## config.mk

```make
export PLATFORM = sky130hd
export DESIGN_NAME = joy_i2c_target
export DESIGN_NICKNAME = d
export VERILOG_FILES = /design/src/rtl/joy_pkg.sv /design/src/rtl/joy_line_sync.sv /design/src/rtl/joy_sample_regs.sv /design/src/rtl/joy_bus_engine.sv /design/src/rtl/joy_i2c_target.sv
export SDC_FILE = /design/constraint.sdc
export NUM_CORES = 1
export LEC_CHECK = 0
export BUFFER_PORTS_ARGS = -buffer_cell sky130_fd_sc_hd__clkbuf_2
export CELL_PAD_IN_SITES_DETAIL_PLACEMENT = 0
export CELL_PAD_IN_SITES_GLOBAL_PLACEMENT = 1
export CORE_UTILIZATION = 42
export CTS_CLUSTER_SIZE = 10
export DETAILED_ROUTE_END_ITERATION = 7
export HOLD_SLACK_MARGIN = 0.08
export PLACE_DENSITY_LB_ADDON = 0.25
export SLEW_MARGIN = 40
export SYNTH_ARGS = -nofsm -noshare
export SYNTH_HDL_FRONTEND = slang
export SYNTH_HIERARCHICAL = 1
export SYNTH_SLANG_ARGS = --single-unit
```

## constraint.sdc

```tcl
create_clock -name clk -period 1.8 [get_ports clk]
set_input_delay 0.09 -clock clk [delete_from_list [all_inputs] [get_ports clk]]
set_output_delay 0.09 -clock clk [all_outputs]
set_load 0.05 [all_outputs]
```

## src/rtl/joy_pkg.sv

```systemverilog
// Shared types and constants for the joystick I2C target.
package joy_pkg;
    localparam int BYTE_W = 8;

    // 7-bit address used when the strap reads 1; the strap's inverse goes into bit 0.
    localparam logic [6:0] BASE_ADDR7 = 7'h40;

    // Control location and the bit position that requests a soft reset.
    localparam logic [BYTE_W-1:0] CTRL_LOC = 8'h76;
    localparam int                SRST_BIT = 1;

    // Byte sent once the X/Y pair has been read.
    localparam logic [BYTE_W-1:0] FILL_BYTE = 8'hFF;

    typedef enum logic [2:0] {
        BS_IDLE,
        BS_ADDR,
        BS_ADDR_ACK,
        BS_RD_BYTE,
        BS_RD_ACK,
        BS_WR_BYTE,
        BS_WR_ACK,
        BS_SKIP
    } bus_state_t;
endpackage

```

## src/rtl/joy_line_sync.sv

```systemverilog
// Synchronizes one asynchronous bus line into the clk domain and flags its edges.
// Assumes STAGES >= 2. Released lines idle high, so the flops reset to 1.
module joy_line_sync #(
    parameter int STAGES = 2
) (
    input  logic clk,
    input  logic rst_n,
    input  logic line_i,
    output logic line_o,
    output logic rise_o,
    output logic fall_o
);
    logic [STAGES-1:0] chain;
    logic              prev;

    // Shift the raw line through the synchronizer and keep one older copy.
    always_ff @(posedge clk) begin
        if (!rst_n) begin
            chain <= '1;
            prev  <= 1'b1;
        end else begin
            chain <= {chain[STAGES-2:0], line_i};
            prev  <= chain[STAGES-1];
        end
    end

    assign line_o = chain[STAGES-1];
    assign rise_o = chain[STAGES-1] & ~prev;
    assign fall_o = ~chain[STAGES-1] & prev;
endmodule

```

## src/rtl/joy_sample_regs.sv

```systemverilog
// Holds the X/Y pair, the interrupt, the shadow copy and the latched strap.
// Assumes soft_rst is a single-cycle pulse. Both resets clear the same state.
module joy_sample_regs
    import joy_pkg::*;
(
    input  logic              clk,
    input  logic              rst_n,
    input  logic              soft_rst,
    input  logic              strap_i,
    input  logic              smp_valid,
    input  logic [BYTE_W-1:0] smp_x,
    input  logic [BYTE_W-1:0] smp_y,
    input  logic              rd_hit,
    input  logic              y_load,
    output logic [6:0]        dev_addr,
    output logic [BYTE_W-1:0] shadow_x,
    output logic [BYTE_W-1:0] shadow_y,
    output logic              irq_oe
);
    logic [BYTE_W-1:0] x_q, y_q;
    logic              fresh_q;
    logic              strap_q;
    logic              clr;
    logic              take;

    assign clr  = !rst_n || soft_rst;
    assign take = smp_valid && (fresh_q || (smp_x != x_q) || (smp_y != y_q));

    // Accept new samples and raise or release the interrupt.
    always_ff @(posedge clk) begin
        if (clr) begin
            x_q     <= '0;
            y_q     <= '0;
            fresh_q <= 1'b1;
            irq_oe  <= 1'b0;
            strap_q <= strap_i;
        end else begin
            if (take) begin
                x_q     <= smp_x;
                y_q     <= smp_y;
                fresh_q <= 1'b0;
                irq_oe  <= 1'b1;
            end else if (y_load) begin
                irq_oe  <= 1'b0;
            end
        end
    end

    // Freeze the pair for the read that has just been addressed.
    always_ff @(posedge clk) begin
        if (clr) begin
            shadow_x <= '0;
            shadow_y <= '0;
        end else if (rd_hit) begin
            shadow_x <= x_q;
            shadow_y <= y_q;
        end
    end

    assign dev_addr = {BASE_ADDR7[6:1], ~strap_q};
endmodule

```

## src/rtl/joy_bus_engine.sv

```systemverilog
// Bit-level I2C target state machine: address match, byte shifting,
// acknowledge, SCL stretching and decoding of the control write.
// Assumes synchronized inputs and an SCL low phase that is long compared with
// the synchronizer latency.
module joy_bus_engine
    import joy_pkg::*;
#(
    parameter int STRETCH_CYC = 20
) (
    input  logic              clk,
    input  logic              rst_n,
    input  logic              sda_s,
    input  logic              scl_rise,
    input  logic              scl_fall,
    input  logic              start_ev,
    input  logic              stop_ev,
    input  logic [6:0]        dev_addr,
    input  logic [BYTE_W-1:0] shadow_x,
    input  logic [BYTE_W-1:0] shadow_y,
    output logic              sda_oe,
    output logic              scl_oe,
    output logic              rd_hit,
    output logic              y_load,
    output logic              soft_rst
);
    localparam int SW = $clog2(STRETCH_CYC + 1);
    localparam int CW = $clog2(BYTE_W + 1);

    bus_state_t        state;
    logic [CW-1:0]     bit_cnt;
    logic [BYTE_W-1:0] shreg;
    logic [BYTE_W-1:0] tx;
    logic [BYTE_W-1:0] reg_ptr;
    logic [SW-1:0]     stretch_cnt;
    logic              rnw;
    logic              past_x;
    logic              m_ack;
    logic              first_wr;
    logic              rst_pend;

    // Protocol sequencer: one transition per synchronized bus event.
    always_ff @(posedge clk) begin
        if (!rst_n) begin
            state       <= BS_IDLE;
            bit_cnt     <= '0;
            shreg       <= '0;
            tx          <= '0;
            reg_ptr     <= '0;
            stretch_cnt <= '0;
            rnw         <= 1'b0;
            past_x      <= 1'b0;
            m_ack       <= 1'b0;
            first_wr    <= 1'b0;
            rst_pend    <= 1'b0;
            sda_oe      <= 1'b0;
            rd_hit      <= 1'b0;
            y_load      <= 1'b0;
            soft_rst    <= 1'b0;
        end else begin
            rd_hit   <= 1'b0;
            y_load   <= 1'b0;
            soft_rst <= 1'b0;
            if (stretch_cnt != '0) stretch_cnt <= stretch_cnt - 1'b1;

            if (start_ev) begin
                state   <= BS_ADDR;
                bit_cnt <= '0;
                sda_oe  <= 1'b0;
            end else if (stop_ev) begin
                state    <= BS_IDLE;
                sda_oe   <= 1'b0;
                soft_rst <= rst_pend;
                rst_pend <= 1'b0;
            end else begin
                unique case (state)
                    BS_ADDR: begin
                        if (scl_rise) begin
                            shreg   <= {shreg[BYTE_W-2:0], sda_s};
                            bit_cnt <= bit_cnt + 1'b1;
                        end else if (scl_fall && bit_cnt == CW'(BYTE_W)) begin
                            if (shreg[7:1] == dev_addr) begin
                                sda_oe <= 1'b1;
                                rnw    <= shreg[0];
                                rd_hit <= shreg[0];
                                state  <= BS_ADDR_ACK;
                            end else begin
                                state  <= BS_SKIP;
                            end
                        end
                    end
                    BS_ADDR_ACK: begin
                        if (scl_fall) begin
                            stretch_cnt <= SW'(STRETCH_CYC);
                            bit_cnt     <= '0;
                            if (rnw) begin
                                tx     <= shadow_x;
                                sda_oe <= ~shadow_x[BYTE_W-1];
                                past_x <= 1'b0;
                                state  <= BS_RD_BYTE;
                            end else begin
                                sda_oe   <= 1'b0;
                                first_wr <= 1'b1;
                                state    <= BS_WR_BYTE;
                            end
                        end
                    end
                    BS_RD_BYTE: begin
                        if (scl_fall) begin
                            if (bit_cnt == CW'(BYTE_W - 1)) begin
                                sda_oe  <= 1'b0;
                                bit_cnt <= '0;
                                state   <= BS_RD_ACK;
                            end else begin
                                tx      <= {tx[BYTE_W-2:0], 1'b1};
                                sda_oe  <= ~tx[BYTE_W-2];
                                bit_cnt <= bit_cnt + 1'b1;
                            end
                        end
                    end
                    BS_RD_ACK: begin
                        if (scl_rise) begin
                            m_ack <= ~sda_s;
                        end else if (scl_fall) begin
                            if (m_ack) begin
                                stretch_cnt <= SW'(STRETCH_CYC);
                                past_x      <= 1'b1;
                                state       <= BS_RD_BYTE;
                                if (!past_x) begin
                                    tx     <= shadow_y;
                                    sda_oe <= ~shadow_y[BYTE_W-1];
                                    y_load <= 1'b1;
                                end else begin
                                    tx     <= FILL_BYTE;
                                    sda_oe <= ~FILL_BYTE[BYTE_W-1];
                                end
                            end else begin
                                state <= BS_SKIP;
                            end
                        end
                    end
                    BS_WR_BYTE: begin
                        if (scl_rise) begin
                            shreg   <= {shreg[BYTE_W-2:0], sda_s};
                            bit_cnt <= bit_cnt + 1'b1;
                        end else if (scl_fall && bit_cnt == CW'(BYTE_W)) begin
                            sda_oe <= 1'b1;
                            state  <= BS_WR_ACK;
                            if (first_wr) begin
                                reg_ptr  <= shreg;
                                first_wr <= 1'b0;
                            end else if (reg_ptr == CTRL_LOC && shreg[SRST_BIT]) begin
                                rst_pend <= 1'b1;
                            end
                        end
                    end
                    BS_WR_ACK: begin
                        if (scl_fall) begin
                            sda_oe      <= 1'b0;
                            stretch_cnt <= SW'(STRETCH_CYC);
                            bit_cnt     <= '0;
                            state       <= BS_WR_BYTE;
                        end
                    end
                    default: ;
                endcase
            end
        end
    end

    assign scl_oe = (stretch_cnt != '0);
endmodule

```

## src/rtl/joy_i2c_target.sv

```systemverilog
// Top of the joystick I2C target: line synchronizers, START/STOP detection,
// the bus engine and the sample register file.
// Assumes clk runs at least 16 times the SCL rate. Outputs are open-drain enables.
module joy_i2c_target
    import joy_pkg::*;
#(
    parameter int STRETCH_CYC = 20,
    parameter int SYNC_STAGES = 2
) (
    input  logic              clk,
    input  logic              rst_n,
    input  logic              scl_i,
    input  logic              sda_i,
    output logic              scl_oe,
    output logic              sda_oe,
    output logic              irq_oe,
    input  logic              strap_i,
    input  logic              smp_valid,
    input  logic [BYTE_W-1:0] smp_x,
    input  logic [BYTE_W-1:0] smp_y
);
    localparam int N_LINES = 2;
    localparam int LN_SCL  = 0;
    localparam int LN_SDA  = 1;

    logic [N_LINES-1:0] ln_raw, ln_s, ln_rise, ln_fall;
    logic               start_ev, stop_ev;
    logic               rd_hit, y_load, soft_rst;
    logic [6:0]         dev_addr;
    logic [BYTE_W-1:0]  shadow_x, shadow_y;

    assign ln_raw = {sda_i, scl_i};

    for (genvar g = 0; g < N_LINES; g++) begin : g_sync
        joy_line_sync #(.STAGES(SYNC_STAGES)) u_sync (
            .clk    (clk),
            .rst_n  (rst_n),
            .line_i (ln_raw[g]),
            .line_o (ln_s[g]),
            .rise_o (ln_rise[g]),
            .fall_o (ln_fall[g])
        );
    end

    // SDA edges while SCL is high are bus conditions.
    assign start_ev = ln_s[LN_SCL] & ln_fall[LN_SDA];
    assign stop_ev  = ln_s[LN_SCL] & ln_rise[LN_SDA];

    joy_bus_engine #(.STRETCH_CYC(STRETCH_CYC)) u_engine (
        .clk      (clk),
        .rst_n    (rst_n),
        .sda_s    (ln_s[LN_SDA]),
        .scl_rise (ln_rise[LN_SCL]),
        .scl_fall (ln_fall[LN_SCL]),
        .start_ev (start_ev),
        .stop_ev  (stop_ev),
        .dev_addr (dev_addr),
        .shadow_x (shadow_x),
        .shadow_y (shadow_y),
        .sda_oe   (sda_oe),
        .scl_oe   (scl_oe),
        .rd_hit   (rd_hit),
        .y_load   (y_load),
        .soft_rst (soft_rst)
    );

    joy_sample_regs u_regs (
        .clk       (clk),
        .rst_n     (rst_n),
        .soft_rst  (soft_rst),
        .strap_i   (strap_i),
        .smp_valid (smp_valid),
        .smp_x     (smp_x),
        .smp_y     (smp_y),
        .rd_hit    (rd_hit),
        .y_load    (y_load),
        .dev_addr  (dev_addr),
        .shadow_x  (shadow_x),
        .shadow_y  (shadow_y),
        .irq_oe    (irq_oe)
    );
endmodule

```

---- Word-level counts from Yosys, hierarchy flattened ----
Cells that the tools add are included.
storage, ports and cells
  output and inout port bits .............. 3
  logic and storage cells ................. 204
  register bits ........................... 85
operators by class
  bitwise logic cells ..................... 24
  reductions and logical operators ........ 37
  equality and inequality tests ........... 41
  add/sub/neg operators ................... 2
  mux-type cells .......................... 73
operator list
  cell                                                    number
  2-to-1 mux 7 bit                                        8
  2-to-1 mux 3 bit                                        13
  2-to-1 mux 5 bit                                        7
  2-to-1 mux 1 bit                                        34
  inequality test 4 x 3 -> 1 bit (second input constant)  7
  inequality test 2 x 1 -> 1 bit (second input constant)  12
  AND reduction 11 bit                                    2
  case mux 7 bit (3 select lines)                         1
  inverter 1 bit                                          18
  case mux 3 bit (6 select lines)                         1
  AND reduction 6 bit                                     3
  2-to-1 mux 4 bit                                        4
  inequality test 8 bit                                   2
  inequality test 2 bit (second input constant)           7
  OR reduction 7 bit                                      2
  inequality test 4 bit (second input constant)           3
  case mux 4 bit (3 select lines)                         1
  AND reduction 12 bit                                    1
  nonzero test 2 bit                                      6
  case mux 5 bit (2 select lines)                         1
  AND reduction 10 bit                                    1
  equality test 3 bit (second input constant)             3
  equality test 8 x 7 -> 1 bit (second input constant)    1
  AND reduction 4 bit                                     2
  22 further kinds                                        37

---- Logic depth before layout (Yosys ltp) ----
  word-level depth ........................ 8
  mapped depth ............................ 8

---- Cells and area by module ----
The synthesis kept the hierarchy.
by module, submodules not included
  module           sequential area each (µm²)  times used  area each (µm²)  cells an instance
  joy_bus_engine   880.8                       1           2313.5           264
  joy_sample_regs  710.7                       1           1859.3           198
  joy_line_sync    60.1                        2           91.3             8
  joy_i2c_target   0.0                         1           12.5             2

---- Worst setup path after synthesis ----
OpenSTA, ideal clock, no wires.
  path kind ............................... register -> register
  start point ............................. reg g_sync[1].u_sync.chain[1]
  end point ............................... reg u_engine.tx[0]
  clock period less this slack ............ 1.872 ns
  buffers on the path ..................... 1
  data required time ...................... 1.684 ns
  arrival ................................. 1.756 ns
  slack ................................... -0.072 ns
  library setup time ...................... 0.116 ns
  cell stages (with the launch flop) ...... 9
  cells stage by stage .................... dfxtp_1 -> nor2b_1 -> and2_1 -> nor2_1 -> o31ai_1 -> a2111oi_4 -> buf_6 -> nand4_1 -> o211a_1
RTL lines
  what                                   line                   source
  start: declaration                     joy_line_sync.sv:13    logic [STAGES-1:0] chain;
  start signal: assignment               joy_line_sync.sv:22    chain <= {chain[STAGES-2:0], line_i};
  bitwise AND 1 bit                      joy_line_sync.sv:28    assign rise_o = chain[STAGES-1] & ~prev;
  named net ln_rise[1]                   joy_i2c_target.sv:26   logic [N_LINES-1:0] ln_raw, ln_s, ln_rise, ln_fall;
  bitwise AND 1 bit                      joy_i2c_target.sv:47   assign stop_ev = ln_s[LN_SCL] & ln_rise[LN_SDA];
  named net stop_ev                      joy_i2c_target.sv:27   logic start_ev, stop_ev;
  inverter 1 bit (no source line)        n/a
  AND reduction 10 bit (no source line)  n/a
  end signal: assignment                 joy_bus_engine.sv:96   tx <= shadow_x;
  end signal: assignment                 joy_bus_engine.sv:114  tx <= {tx[BYTE_W-2:0], 1'b1};
  end signal: assignment                 joy_bus_engine.sv:129  tx <= shadow_y;
  end: declaration                       joy_bus_engine.sv:32   logic [BYTE_W-1:0] tx;
The timed path passes the listed nets, and every way through them passes these cells.
A chain may end at the register's enable or synchronous reset.

---- Final worst setup path ----
  start point ............................. reg g_sync[0].u_sync.prev
  end point ............................... reg u_engine.tx[3]
RTL lines
  what                                             line                  source
  start: declaration                               joy_line_sync.sv:14   logic prev;
  start signal: assignment                         joy_line_sync.sv:23   prev <= chain[STAGES-1];
  bitwise AND 1 bit *                              joy_line_sync.sv:29   assign fall_o = ~chain[STAGES-1] & prev;
  named net ln_fall[0]                             joy_i2c_target.sv:26
  inequality test 2 x 1 -> 1 bit (no source line)  n/a
  AND reduction 10 bit (no source line) *          n/a
Mark *: on every way through the listed nets, which the timed path passes. The rest lies on a longest branch.

==> metrics.txt <==
routed len/inst=15.3 um; GRT Total Usage=19.1%; # rows=36; # IOs=25; top_reg_cell synth=dfxtp_1; CTS HTree Levels=3; Worst Path Arrival=2.04 ns; Worst EP required=2.03 ns; critical path type=register to register; worst-case hold path end point=g_sync[1].u_sync/chain[0]$_SDFF_PN1_; main combinational cell family by area after synthesis=simple AND/OR/NAND/NOR gates; reg-to-reg critical path endpoint=u_engine/tx[3]$_SDFFE_PN0P_; layout cells sized above 1=23.8%; chip height=104 um; actual slew at the worst max-slew pin=0.592 ns; initial DRC count=163; Synth Area in Adders=1.09%; hpwl dp=7210 um; Slew Viols, Final=0; min cycle time layout=1.82 ns; Root Buffer=clkbuf_8; Post-synth EDFFs=1; Slew HR=60.5%; CP max FO=6; CTS Sinks=85; Clock transition at path regs=0.09 ns; startpoint types=register; area grow syn2layout=20.8%; gpl congestion=0.903; status=finished with violations; XOR/XNOR Fraction of Synth Area=5.61%; post-layout util=53.2%; antenna-violating nets left=0; Skew-Pair Late Insertion Delay=0.36 ns; fmax=551 MHz; worst slack, placed=-0.0525 ns; Syn Inst Count=480; total wire length=10300 um; syn_area_per_cell=9.10 um^2; vias in the first global route=3461; Hold Path Depth=3; Setup Viol. Count Final=6; initial core utilization=44.1%; fin crit share=101%; initial antenna violation count=0; reg2reg path depth=7; Final Power=4630 uW; die area=10800 um^2; HP Start=rst_n; DR vias=3678; Netlist cell types=61; Yosys warning count=6; Synth Cell Area=4370 um^2; Fin. Hold Viols=0; largest net degree at the start of global routing=43; first-pass GRT wire length=16800 um; failing checks=negative setup slack; post-synthesis compound-gate area fraction=16.2%; Post-synth ARST share=0%; Max Buffers Root-to-Sink=2; final worst setup slack=-0.0157 ns; simple-gate portion of the synthesized area=19.4%; Chip Width=104 um; Vias/cell=5.46; Register-to-Register Setup Slack=-0.02 ns; DR DRC count=0; Final Cell Area=5280 um^2; Worst Hold Class=primary input to register; Setup crit end kind=register; Lkg Pwr=0.00202 uW; mux cell area share after synthesis=11.7%; Num CTS Buffers=9; RSZ-0062 raised after global routing=yes; Buffers on Ports=24; PwrDens=878 nW/um^2; Seq cells post-synth=85; drt pass-1 iters=6; grt total ovfl=0; Fillers=926; Seq/Total Area, Yosys=39.2%; Max IR drop VDD=437 uV; Ant. Diodes=0; Placed Area=4830 um^2; clock skew=0.0108 ns; r2r startpoint=g_sync[0].u_sync/prev$_SDFF_PN1_; # Max-Cap Violations=0; final net count=561; CTS tree=built; core area=9910 um^2
[layout by cell type (no fill, tap or decap), types with 11 or more instances in the layout]
cell       n
dfxtp_1   77
nor2_1    58
mux2i_1   51
buf_4     45
clkbuf_2  23
nand3_1   22
a21oi_1   21
nand4_1   18
xnor2_1   16
inv_1     14
a311o_1   14
nand2_1   12
clkbuf_8  11
[repair_timing]
item,4_1_cts,5_1_grt
setup buffers,2,3
endpoints found under the hold margin,5,0
cloned,1,0
gates resized for setup,12,24
hold buffers,6,0
endpoints found under the setup margin,16,39
pin swaps,0,14
[state kept, by name, indices dropped and copies added, names as in the netlist, 5 cells and up]
name and flops:
u_engine/tx 7, u_regs/y_q 8, u_engine/stretch_cnt 5, u_regs/shadow_x 8
u_engine/reg_ptr 8, u_regs/shadow_y 8, u_engine/shreg 8, u_regs/x_q 8
[cell families (layout without fill, tap and decap cells)]
family	after synthesis	in the layout
flip-flops	85	85
adder cells (fa/ha/maj)	4	4
buffers and inverters	54	111
multiplexers	51	51
other	2	6
AO/OA/AOI/OAI	91	91
XOR/XNOR	28	28
AND/OR/NAND/NOR	165	165
[routing by layer]
layer	GRT usage [%]	part of all wire, %	vias to the layer above
met4	8.06	1.3	0
li1	-	-	1831
met5	0	0	-
met2	29.0	45	59
met1	26.7	51	1777
met3	2.82	3.0	11
[critical path, cell delays in order (launching register included)]
cell and delay (ns):
dfxtp_2 0.34, nor2b_1 0.13, buf_4 0.13, buf_4 0.14
o31ai_4 0.10, a2111oi_4 0.45, bufbuf_16 0.34, a211oi_1 0.06
[how the worst max path moves through the flow]
stage	slack, ns	endpoint	cells after the start	from
floorplan	0.02	u_engine/tx[0]$_SDFFE_PN0P_	8	g_sync[1].u_sync/chain[1]$_SDFF_PN1_
global placement	0.009	u_engine/reg_ptr[3]$_SDFFE_PN0P_	7	g_sync[0].u_sync/prev$_SDFF_PN1_
detailed placement	-0.05	u_engine/reg_ptr[4]$_SDFFE_PN0P_	7	g_sync[0].u_sync/prev$_SDFF_PN1_
CTS	0.004	u_engine/tx[1]$_SDFFE_PN0P_	8	g_sync[0].u_sync/prev$_SDFF_PN1_
global route	-0.1	u_engine/tx[6]$_SDFFE_PN0P_	8	g_sync[1].u_sync/chain[1]$_SDFF_PN1_
finish	-0.02	u_engine/tx[3]$_SDFFE_PN0P_	7	g_sync[0].u_sync/prev$_SDFF_PN1_
[power breakdown]
group / switching [uW] / internal, uW / total, uW
logic: 621 / 498 / 1120
registers: 120 / 2000 / 2120
clock network: 681 / 714 / 1390
total: 1420 / 3210 / 4630
[final cells by class]
| type | instances | area [um^2] | share of cell area (%) |
|---|---|---|---|
| clock buffer | 12 | 155 | 2.94 |
| clock inverter | 4 | 47.5 | 0.901 |
| inverter | 15 | 56.3 | 1.07 |
| multi-input combinational | 345 | 2490 | 47.2 |
| sequential | 85 | 1720 | 32.7 |
| tap | 133 | 166 | 3.15 |
| timing repair buffer | 80 | 636 | 12.0 |
[per-stage QoR]
step	setup TNS [ns]	hold slack, ns	cells
after CTS	0	0.117	671
after global placement	0	0.269	647
after detailed placement	-0.316	0.269	647
final	-0.0741	0.130	674
after global routing	-0.581	0.152	674
after floorplan	0	0.163	484
[cell usage after synthesis, drive strengths merged (2+ instances only)]
cell	n	area share (%)
a211oi	10	1.9
a21o	2	0.34
a21oi	22	2.5
a221oi	8	1.6
a2bb2oi	2	0.54
a311o	14	3.2
a31oi	2	0.29
and2	3	0.43
and3	2	0.29
buf	27	4.4
clkbuf	12	1.0
conb	2	0.17
dfxtp	84	38
ha	3	0.86
inv	15	1.3
mux2i	51	12
nand2	12	1.0
nand2b	11	1.6
nand3	22	2.5
nand4	18	2.6
nand4b	3	0.60
nor2	65	5.6
nor2b	8	1.1
nor3	7	1.1
nor4	5	0.72
o2111ai	2	0.40
o211a	2	0.46
o21a	8	1.4
o21ai	8	0.92
xnor2	18	3.6
xor2	10	2.0
Note: power is estimated with default switching activity, not from simulation.
